==> src/rtl/xpw_pkg.sv <==
package xpw_pkg;

    localparam int LIN_W    = 32;
    localparam int PA_W     = 52;
    localparam int ENT_W    = 64;
    localparam int OFF_W    = 12;
    localparam int IDX_W    = 10;
    localparam int MODE_BIT = 5;
    localparam int FRAME_W  = PA_W - OFF_W;

    typedef enum logic [1:0] {
        LVL_PTR = 2'd0,
        LVL_DIR = 2'd1,
        LVL_PT  = 2'd2
    } lvl_e;

    typedef enum logic [1:0] {
        ST_IDLE  = 2'd0,
        ST_ISSUE = 2'd1,
        ST_WAIT  = 2'd2
    } st_e;

    typedef struct packed {
        logic             fault;
        lvl_e             level;
        logic [PA_W-1:0]  paddr;
    } result_t;

    // Index into the table at the given level, per format.
    function automatic logic [IDX_W-1:0] pick_index(
        input logic             ext,
        input lvl_e             lvl,
        input logic [LIN_W-1:0] lin
    );
        logic [IDX_W-1:0] idx;
        idx = '0;
        if (ext) begin
            case (lvl)
                LVL_PTR: idx = {8'b0, lin[31:30]};
                LVL_DIR: idx = {1'b0, lin[29:21]};
                default: idx = {1'b0, lin[20:12]};
            endcase
        end else begin
            case (lvl)
                LVL_DIR: idx = lin[31:22];
                LVL_PT:  idx = lin[21:12];
                default: idx = '0;
            endcase
        end
        return idx;
    endfunction

    // Byte base of the top table from the base-pointer register.
    function automatic logic [PA_W-1:0] root_base(
        input logic             ext,
        input logic [ENT_W-1:0] base
    );
        if (ext)
            return {base[PA_W-1:5], 5'b0};
        else
            return {{(PA_W-32){1'b0}}, base[31:OFF_W], {OFF_W{1'b0}}};
    endfunction

endpackage

==> src/rtl/xpw_addr_gen.sv <==
module xpw_addr_gen
    import xpw_pkg::*;
(
    input  logic             ext,
    input  lvl_e             lvl,
    input  logic [LIN_W-1:0] lin,
    input  logic [PA_W-1:0]  tbl_base,
    output logic [PA_W-1:0]  entry_addr
);
    localparam int WIDE_SH   = 3;
    localparam int NARROW_SH = 2;

    logic [IDX_W-1:0] idx;
    logic [PA_W-1:0]  byte_off;
    logic             unused_lin;

    assign unused_lin = ^lin[OFF_W-1:0];
    assign idx        = pick_index(ext, lvl, lin);

    always_comb begin
        byte_off = '0;
        if (ext)
            byte_off[IDX_W+WIDE_SH-1:0] = {idx, {WIDE_SH{1'b0}}};
        else
            byte_off[IDX_W+NARROW_SH-1:0] = {idx, {NARROW_SH{1'b0}}};
    end

    assign entry_addr = tbl_base + byte_off;

endmodule

==> src/rtl/xpw_entry_dec.sv <==
module xpw_entry_dec
    import xpw_pkg::*;
(
    input  logic             ext,
    input  logic [ENT_W-1:0] raw,
    output logic             present,
    output logic [PA_W-1:0]  next_base
);
    logic [ENT_W-1:0] ent;
    logic             unused_ent;

    // Legacy entries occupy the low half of the returned word.
    assign ent        = ext ? raw : {32'b0, raw[31:0]};
    assign present    = ent[0];
    assign unused_ent = ^{ent[ENT_W-1:PA_W], ent[OFF_W-1:1]};

    always_comb begin
        if (ext)
            next_base = {ent[PA_W-1:OFF_W], {OFF_W{1'b0}}};
        else
            next_base = {{(PA_W-32){1'b0}}, ent[31:OFF_W], {OFF_W{1'b0}}};
    end

endmodule

==> src/rtl/xpw_seq.sv <==
module xpw_seq
    import xpw_pkg::*;
(
    input  logic clk,
    input  logic rst,
    input  logic req_valid,
    input  logic ext_in,
    input  logic rsp_valid,
    input  logic present,
    output logic idle,
    output logic accept,
    output logic issue,
    output logic advance,
    output logic finish,
    output logic ext_q,
    output lvl_e lvl
);
    st_e state;

    assign idle    = (state == ST_IDLE);
    assign accept  = idle && req_valid;
    assign issue   = (state == ST_ISSUE);
    assign advance = (state == ST_WAIT) && rsp_valid && present && (lvl != LVL_PT);
    assign finish  = (state == ST_WAIT) && rsp_valid && (!present || lvl == LVL_PT);

    always_ff @(posedge clk) begin
        if (rst) begin
            state <= ST_IDLE;
            lvl   <= LVL_PTR;
            ext_q <= 1'b0;
        end else begin
            case (state)
                ST_IDLE: begin
                    if (req_valid) begin
                        state <= ST_ISSUE;
                        ext_q <= ext_in;
                        lvl   <= ext_in ? LVL_PTR : LVL_DIR;
                    end
                end
                ST_ISSUE: state <= ST_WAIT;
                ST_WAIT: begin
                    if (finish)
                        state <= ST_IDLE;
                    else if (advance) begin
                        state <= ST_ISSUE;
                        lvl   <= (lvl == LVL_PTR) ? LVL_DIR : LVL_PT;
                    end
                end
                default: state <= ST_IDLE;
            endcase
        end
    end

endmodule

==> src/rtl/xpage_walker.sv <==
module xpage_walker
    import xpw_pkg::*;
(
    input  logic              clk,
    input  logic              rst,
    input  logic              req_valid,
    output logic              req_ready,
    input  logic [LIN_W-1:0]  req_lin,
    input  logic [31:0]       ctrl_reg,
    input  logic [ENT_W-1:0]  base_reg,
    output logic              mem_req_valid,
    output logic [PA_W-1:0]   mem_req_addr,
    input  logic              mem_rsp_valid,
    input  logic [ENT_W-1:0]  mem_rsp_data,
    output logic              done_valid,
    output logic              done_fault,
    output logic [1:0]        done_level,
    output logic [PA_W-1:0]   done_paddr
);
    logic             idle, accept, issue, advance, finish, ext_q, present;
    lvl_e             lvl;
    logic [LIN_W-1:0] lin_q;
    logic [PA_W-1:0]  tbl_base_q;
    logic [PA_W-1:0]  next_base;
    result_t          res_q;
    logic             done_q;
    logic             unused_in;

    assign unused_in = ^{ctrl_reg[31:MODE_BIT+1], ctrl_reg[MODE_BIT-1:0]};

    xpw_seq u_seq (
        .clk       (clk),
        .rst       (rst),
        .req_valid (req_valid),
        .ext_in    (ctrl_reg[MODE_BIT]),
        .rsp_valid (mem_rsp_valid),
        .present   (present),
        .idle      (idle),
        .accept    (accept),
        .issue     (issue),
        .advance   (advance),
        .finish    (finish),
        .ext_q     (ext_q),
        .lvl       (lvl)
    );

    xpw_addr_gen u_addr (
        .ext        (ext_q),
        .lvl        (lvl),
        .lin        (lin_q),
        .tbl_base   (tbl_base_q),
        .entry_addr (mem_req_addr)
    );

    xpw_entry_dec u_dec (
        .ext       (ext_q),
        .raw       (mem_rsp_data),
        .present   (present),
        .next_base (next_base)
    );

    always_ff @(posedge clk) begin
        if (rst) begin
            lin_q      <= '0;
            tbl_base_q <= '0;
            res_q      <= '0;
            done_q     <= 1'b0;
        end else begin
            done_q <= finish;
            if (accept) begin
                lin_q      <= req_lin;
                tbl_base_q <= root_base(ctrl_reg[MODE_BIT], base_reg);
            end
            if (advance)
                tbl_base_q <= next_base;
            if (finish) begin
                res_q.fault <= !present;
                res_q.level <= lvl;
                res_q.paddr <= present ? {next_base[PA_W-1:OFF_W], lin_q[OFF_W-1:0]} : '0;
            end
        end
    end

    assign req_ready     = idle;
    assign mem_req_valid = issue;
    assign done_valid    = done_q;
    assign done_fault    = res_q.fault;
    assign done_level    = res_q.level;
    assign done_paddr    = res_q.paddr;

endmodule

==> config.mk <==
export PLATFORM = sky130hd
export DESIGN_NAME = xpage_walker
export DESIGN_NICKNAME = d
export VERILOG_FILES = /design/src/rtl/xpw_pkg.sv /design/src/rtl/xpw_addr_gen.sv /design/src/rtl/xpw_entry_dec.sv /design/src/rtl/xpw_seq.sv /design/src/rtl/xpage_walker.sv
export SDC_FILE = /design/constraint.sdc
export NUM_CORES = 1
export LEC_CHECK = 0
export BUFFER_PORTS_ARGS = -buffer_cell sky130_fd_sc_hd__buf_2
export CORE_UTILIZATION = 47
export CTS_CLUSTER_SIZE = 25
export DETAILED_ROUTE_END_ITERATION = 16
export GPL_TIMING_DRIVEN = 0
export PLACE_DENSITY = 0.83
export SYNTH_ARGS = -nofsm -noshare
export SYNTH_HDL_FRONTEND = slang
export SYNTH_SLANG_ARGS = --single-unit
==> constraint.sdc <==
create_clock -name clk -period 4.6 [get_ports clk]
set_input_delay 0.92 -clock clk [delete_from_list [all_inputs] [get_ports clk]]
set_output_delay 0.92 -clock clk [all_outputs]
set_load 0.1 [all_outputs]
======== Word-level counts from Yosys, hierarchy flattened ========
Index checks and enable logic that the tools add are counted.
storage, ports and cells
  bits in registers ....................... 145
  bits of input ports ..................... 196
  word-level logic and storage cells ...... 54
operators by class
  reductions and logical operators ........ 14
  add/subtract/negate cells ............... 1
  mux-type cells .......................... 21
  eq/ne operators ......................... 9
operators with widths
  operator            number
  $mux 52             6
  $add 52x13->52      1
  $pmux 10 s2         1
  $pmux 9 s2          1
  $mux 2              7
  $mux 12             1
  $mux 10             1
  $ne 2x2->1 const B  4
  $pmux 2 s3          1
  $logic_and 1x1->1   5
  $eq 2x1->1 const B  2
  $eq 2x2->1 const B  2
  $logic_not 2->1     2
  $pmux 2 s2          1
  $reduce_and 2->1    2
  $reduce_and 4->1    1
  $reduce_bool 2->1   2
  $ne 3x3->1 const B  1
  $mux 1              2
  $logic_not 1->1     1
  $logic_or 1x1->1    1

======== Logic depth before layout (Yosys ltp) ========
  depth in word-level cells ............... 7
  gate-level depth with buffers ........... 14
  mapped depth without buffers ............ 14

======== Cells and area by module ========
A second synthesis with hierarchy kept.
second synthesis, totals
  cell total of the unflattened synthesis .. 955
  area, all modules ....................... 8296.7 µm²
modules (own cells, without submodules)
  module         seq. area each (µm²)  cells each  times used  area an instance (µm²)
  xpage_walker   2802.7                611         1           5778.0
  xpw_addr_gen   0.0                   260         1           1859.3
  xpw_entry_dec  0.0                   56          1           405.4
  xpw_seq        100.1                 28          1           254.0

======== Least setup slack after synthesis ========
OpenSTA, ideal clock, no wires.
  path type ............................... reg-to-output
  start point ............................. reg u_seq.lvl[1]
  end point ............................... out mem_req_addr[35]
  data required time ...................... 3680 ps
  cell stages (with the launch flop) ...... 15
  data arrival time ....................... 4440 ps
  buffers on the path ..................... 2
  path slack .............................. -760 ps
  cell sequence ........................... dfxtp_1 -> inv_1 -> ha_1 -> clkbuf_1 -> buf_1 -> a22oi_1 -> o21ai_0 -> ha_1 -> inv_1 -> fa_1 -> nand2b_1 -> a21oi_1 -> o2111ai_2 -> nor3_1 -> xor2_1
on the way
  word-level cells in the longest chain between the ends .. 5
  elaborated cells between the ends (all ways) .. 9
  classes of those cells .................. 1 x add/sub; 2 x eq/ne; 5 x mux; 1 x reduce/logical
RTL lines
  what                                              RTL line                      RTL
  start, declared                                   xpw_seq.sv:16                 output lvl_e lvl
  start signal, assigned                            xpw_seq.sv:37                 lvl <= ext_in ? LVL_PTR : LVL_DIR;
  start signal, assigned                            xpw_seq.sv:46                 lvl <= (lvl == LVL_PTR) ? LVL_DIR : LVL_PT;
  $eq 2x2->1 (tied with other cells)                xpw_pkg.sv:44                 case (lvl)
  $pmux 10 s2 / $pmux 9 s2 (equally long branches)  xpw_pkg.sv:44, xpw_pkg.sv:38
  $mux 10 (*)                                       xpw_pkg.sv:37                 if (ext) begin
  $mux 12 / $mux 1 (equally long branches)          xpw_addr_gen.sv:22            if (ext)
  $add 52x13->52 (*)                                xpw_addr_gen.sv:28            assign entry_addr = tbl_base + byte_off;
  end, declared                                     xpage_walker.sv:12            output logic [PA_W-1:0] mem_req_addr,
Mark *: on every way between the ends. The rest lies on a longest branch, timed or not.

======== Worst setup path after layout ========
  start point ............................. reg u_seq.lvl[0]
  end point ............................... out mem_req_addr[31]
Same word-level chain as after synthesis.

==> metrics.json <==
{
  "status": "finished clean",
  "setup_tns_after_final_layout_ps": 0,
  "synth-seq-area-share": 0.429,
  "final.period_utilization": 0.978,
  "critPathMaxFanout": 5,
  "ys_seq_elements": 140,
  "max_cap_violations": 0,
  "asyncSetResetFlopFracSynth": 0,
  "grt_antenna_before_repair": 0,
  "power.internal_mw": 2.36,
  "power.share.sequential": 0.391,
  "report.final.slew_viol_count": 0,
  "grt_max_degree": 17,
  "post-synth-top-area-fraction": 0.429,
  "drc": 0,
  "layout.nets": 1235,
  "syn_to_final_growth_pct": 46.8,
  "clk-insertion-delay-late_ps": 420,
  "dr.first_iter.drc_count": 483,
  "max_slew.worst_pin.slew_ps": 879,
  "most_frequent_cells_in_the_layout": "buf_2 (198), nand2_1 (162), dfxtp_1 (138)",
  "finalHoldViolations": 0,
  "netlist_area_um2": 6530,
  "initial_core_util": 0.487,
  "place_hpwl_mm": 15.5,
  "yosys_most_used_dff": "dfxtp_1",
  "crit_arrival_ps": 3580,
  "post_route_clock_skew_ps": 4.53,
  "post_synthesis_instance_total": 763,
  "final_antenna_net_count": 0,
  "required_worst_endpoint_ps": 3680,
  "crit_slowest_cell": "fa_2",
  "ir_worst_vdd_mv": 0.253,
  "track_usage": 0.304,
  "cts_made_buffers": 17,
  "clockBufferDepth": 2,
  "cts_tree": "done",
  "post_synth_main_area_contributors": "dfxtp_1 (43%), nand2_1 (9.4%), a22o_1 (5.2%), a21oi_1 (4.7%), nor2_1 (3.5%)",
  "maxSlewHeadroom": 0.412,
  "portion_of_total_power_attributed_to_combinational_logic": 0.184,
  "layout.filler_cells": 1023,
  "synthesis.area_per_instance_um2": 8.56,
  "die-width_um": 120,
  "setup_ws_ps": 101,
  "drt-vias-per-instance": 5.72,
  "synth_warnings": 0,
  "globalplace.congestion": 0.837,
  "detailedRoute.firstPassIterationCount": 5,
  "power.switching_mw": 1.02,
  "max_clock_freq_mhz": 222,
  "fin_area_um2": 9590,
  "via_count": 6959,
  "cell_chain_critical_path": "inv_2 > ha_4 > nor2_4 > buf_4 > a22o_1 > nand2_1 > o21ai_1 > inv_1 > fa_2 > nand2b_4 > a21oi_4 > o211ai_1 > nand3b_1 > xnor2_4 > buf_12",
  "placedInstanceArea_um2": 8350,
  "routed_wirelength_mm": 22.2,
  "synth_compound_gate_area_share": 0.234,
  "fp.dieArea_um2": 14400,
  "cts_htree_levels": 4,
  "synth_simple_gate_area_share": 0.205,
  "cts.reportedPaths.clkPinSlew_ps": 60,
  "commonest_non_fill_non_tap_cell_in_the_layout": "buf_2",
  "synthXorXnorAreaFrac": 0.0603,
  "critPathCaptureType": "output port",
  "pre_cts_ws_ps": -655,
  "combinational_family_with_the_most_area_after_synthesis": "compound AO/OA/AOI/OAI gates",
  "synth_enable_flop_cells": 0,
  "synth.area.mux_share": 0.00153,
  "rows": 42,
  "tritoncts_num_sinks": 140,
  "antenna_cells_inserted": 0,
  "grt_pass1_vias": 6674,
  "ios": 306,
  "switching_share": 0.303,
  "synth_largest_area_cell": "dfxtp_1",
  "fin_total_pwr_mw": 3.38,
  "finalHoldWorstSlack_ps": 454,
  "worstPathBufferInverterCount": 4,
  "drive_gt1_frac": 0.366,
  "clockRootBuffer": "clkbuf_16",
  "synth_adder_area_share": 0.0241,
  "p_leak_nw": 4.25,
  "clock_share_of_power": 0.424,
  "powerDensity_nw_per_um2": 352,
  "core-area_um2": 13400,
  "synthDistinctLibCells": 55,
  "report.final.setup_viol": 0,
  "path_delay_family": "compound AO/OA/AOI/OAI gates",
  "hold_class": "reg2reg",
  "worstSetupPathType": "reg2out",
  "gr-total-overflow": 0,
  "worst_path_largest_cell_delay_ps": 390,
  "grt_first_pass_wirelength_mm": 33.8,
  "avgRoutedWirePerCell_um": 18.2,
  "die_height_um": 120,
  "min_period_ps": 4500,
  "port_buffers": 231,
  "startpoint_type": "register"
}
## timing repair
item                                    in CTS  in global routing
pin swaps                                   10                 12
endpoints found under the setup margin      41                 39
gates resized for setup                    111                 36
hold buffers                                 0                  0
setup buffers                                9                  5
## Yosys cell counts (3+ instances only)
cell type	instances
xor2_1	23
nor2_1	61
a21o_1	4
dfxtp_1	140
a22o_1	39
buf_4	5
nor3_1	10
and3_1	4
inv_1	12
nand2b_1	5
a311oi_1	20
nand4_1	10
o211ai_1	3
a32o_1	20
clkbuf_1	42
ha_1	11
a22oi_1	19
o21ai_0	10
nand2_1	163
xnor2_1	22
a211oi_1	3
nand3_1	15
a32oi_1	20
buf_2	6
a21oi_1	61
## kinds of logic after synthesis
group / Yosys count
AOI/OAI and AO/OA: 206
xor gates and xnor gates: 45
adders and majority gates: 12
buffers and inverters: 68
DFF: 140
muxes: 1
other: 1
and+or+nand+nor: 290
## power by group through the flow
| stage | sequential, mW | clock [mW] | combinational, mW |
|---|---|---|---|
| floorplan | 1.34 | 0 | 0.402 |
| global placement | 1.34 | 0 | 0.558 |
| detailed placement | 1.34 | 0 | 0.563 |
| CTS | 1.32 | 1.44 | 0.604 |
| global route | 1.33 | 1.49 | 0.654 |
| finish | 1.32 | 1.43 | 0.623 |
## area by class of cell
type	count	area, um^2	area share
timing repair buffer	245	1520	0.158
tap	176	220	0.0230
clock buffer	22	484	0.0505
buffer	54	279	0.0291
multi-input combinational	557	4100	0.427
clock inverter	10	138	0.0144
inverter	12	47.5	0.00496
sequential	140	2810	0.292
## sequential cells by signal, summed over array words and instances (netlist names), 2 cells and up
signal	cells
tbl_base_q	47
done_level	2
u_seq.lvl	2
done_paddr	52
u_seq.state	2
lin_q	32
## worst register-to-register path: cells and delay by family, from the launching register on
kind / cells / cell delay (ps)
and+or+nand+nor: 3 / 950
adders and majority gates: 1 / 220
AOI/OAI and AO/OA: 1 / 250
DFF: 1 / 370
buffers and inverters: 2 / 550
## path summary, 6_finish.rpt
kind,slack [ps],start,depth (start not counted),end
worst max-delay path,100,u_seq.lvl[0],15,mem_req_addr[31]
worst min-delay path,450,lin_q[10],2,lin_q[10]
worst max register to register,2190,u_seq.lvl[0],7,done_paddr[19]
worst min register to register,450,lin_q[10],2,lin_q[10]
## through the flow
step,std cells,utilization
floorplan,765,-
global placement,1172,0.623
detailed placement,1172,0.623
CTS,1212,0.705
global route,1216,0.716
finish,1216,0.716
## metal layers
metal	vias to the layer above	routed length [um]	track usage
li1	3249	-	-
met1	3321	9080	0.376
met2	347	11000	0.511
met3	42	1540	0.0623
met4	0	561	0.130
met5	-	0	0
Power figures use the tool's default switching activity.
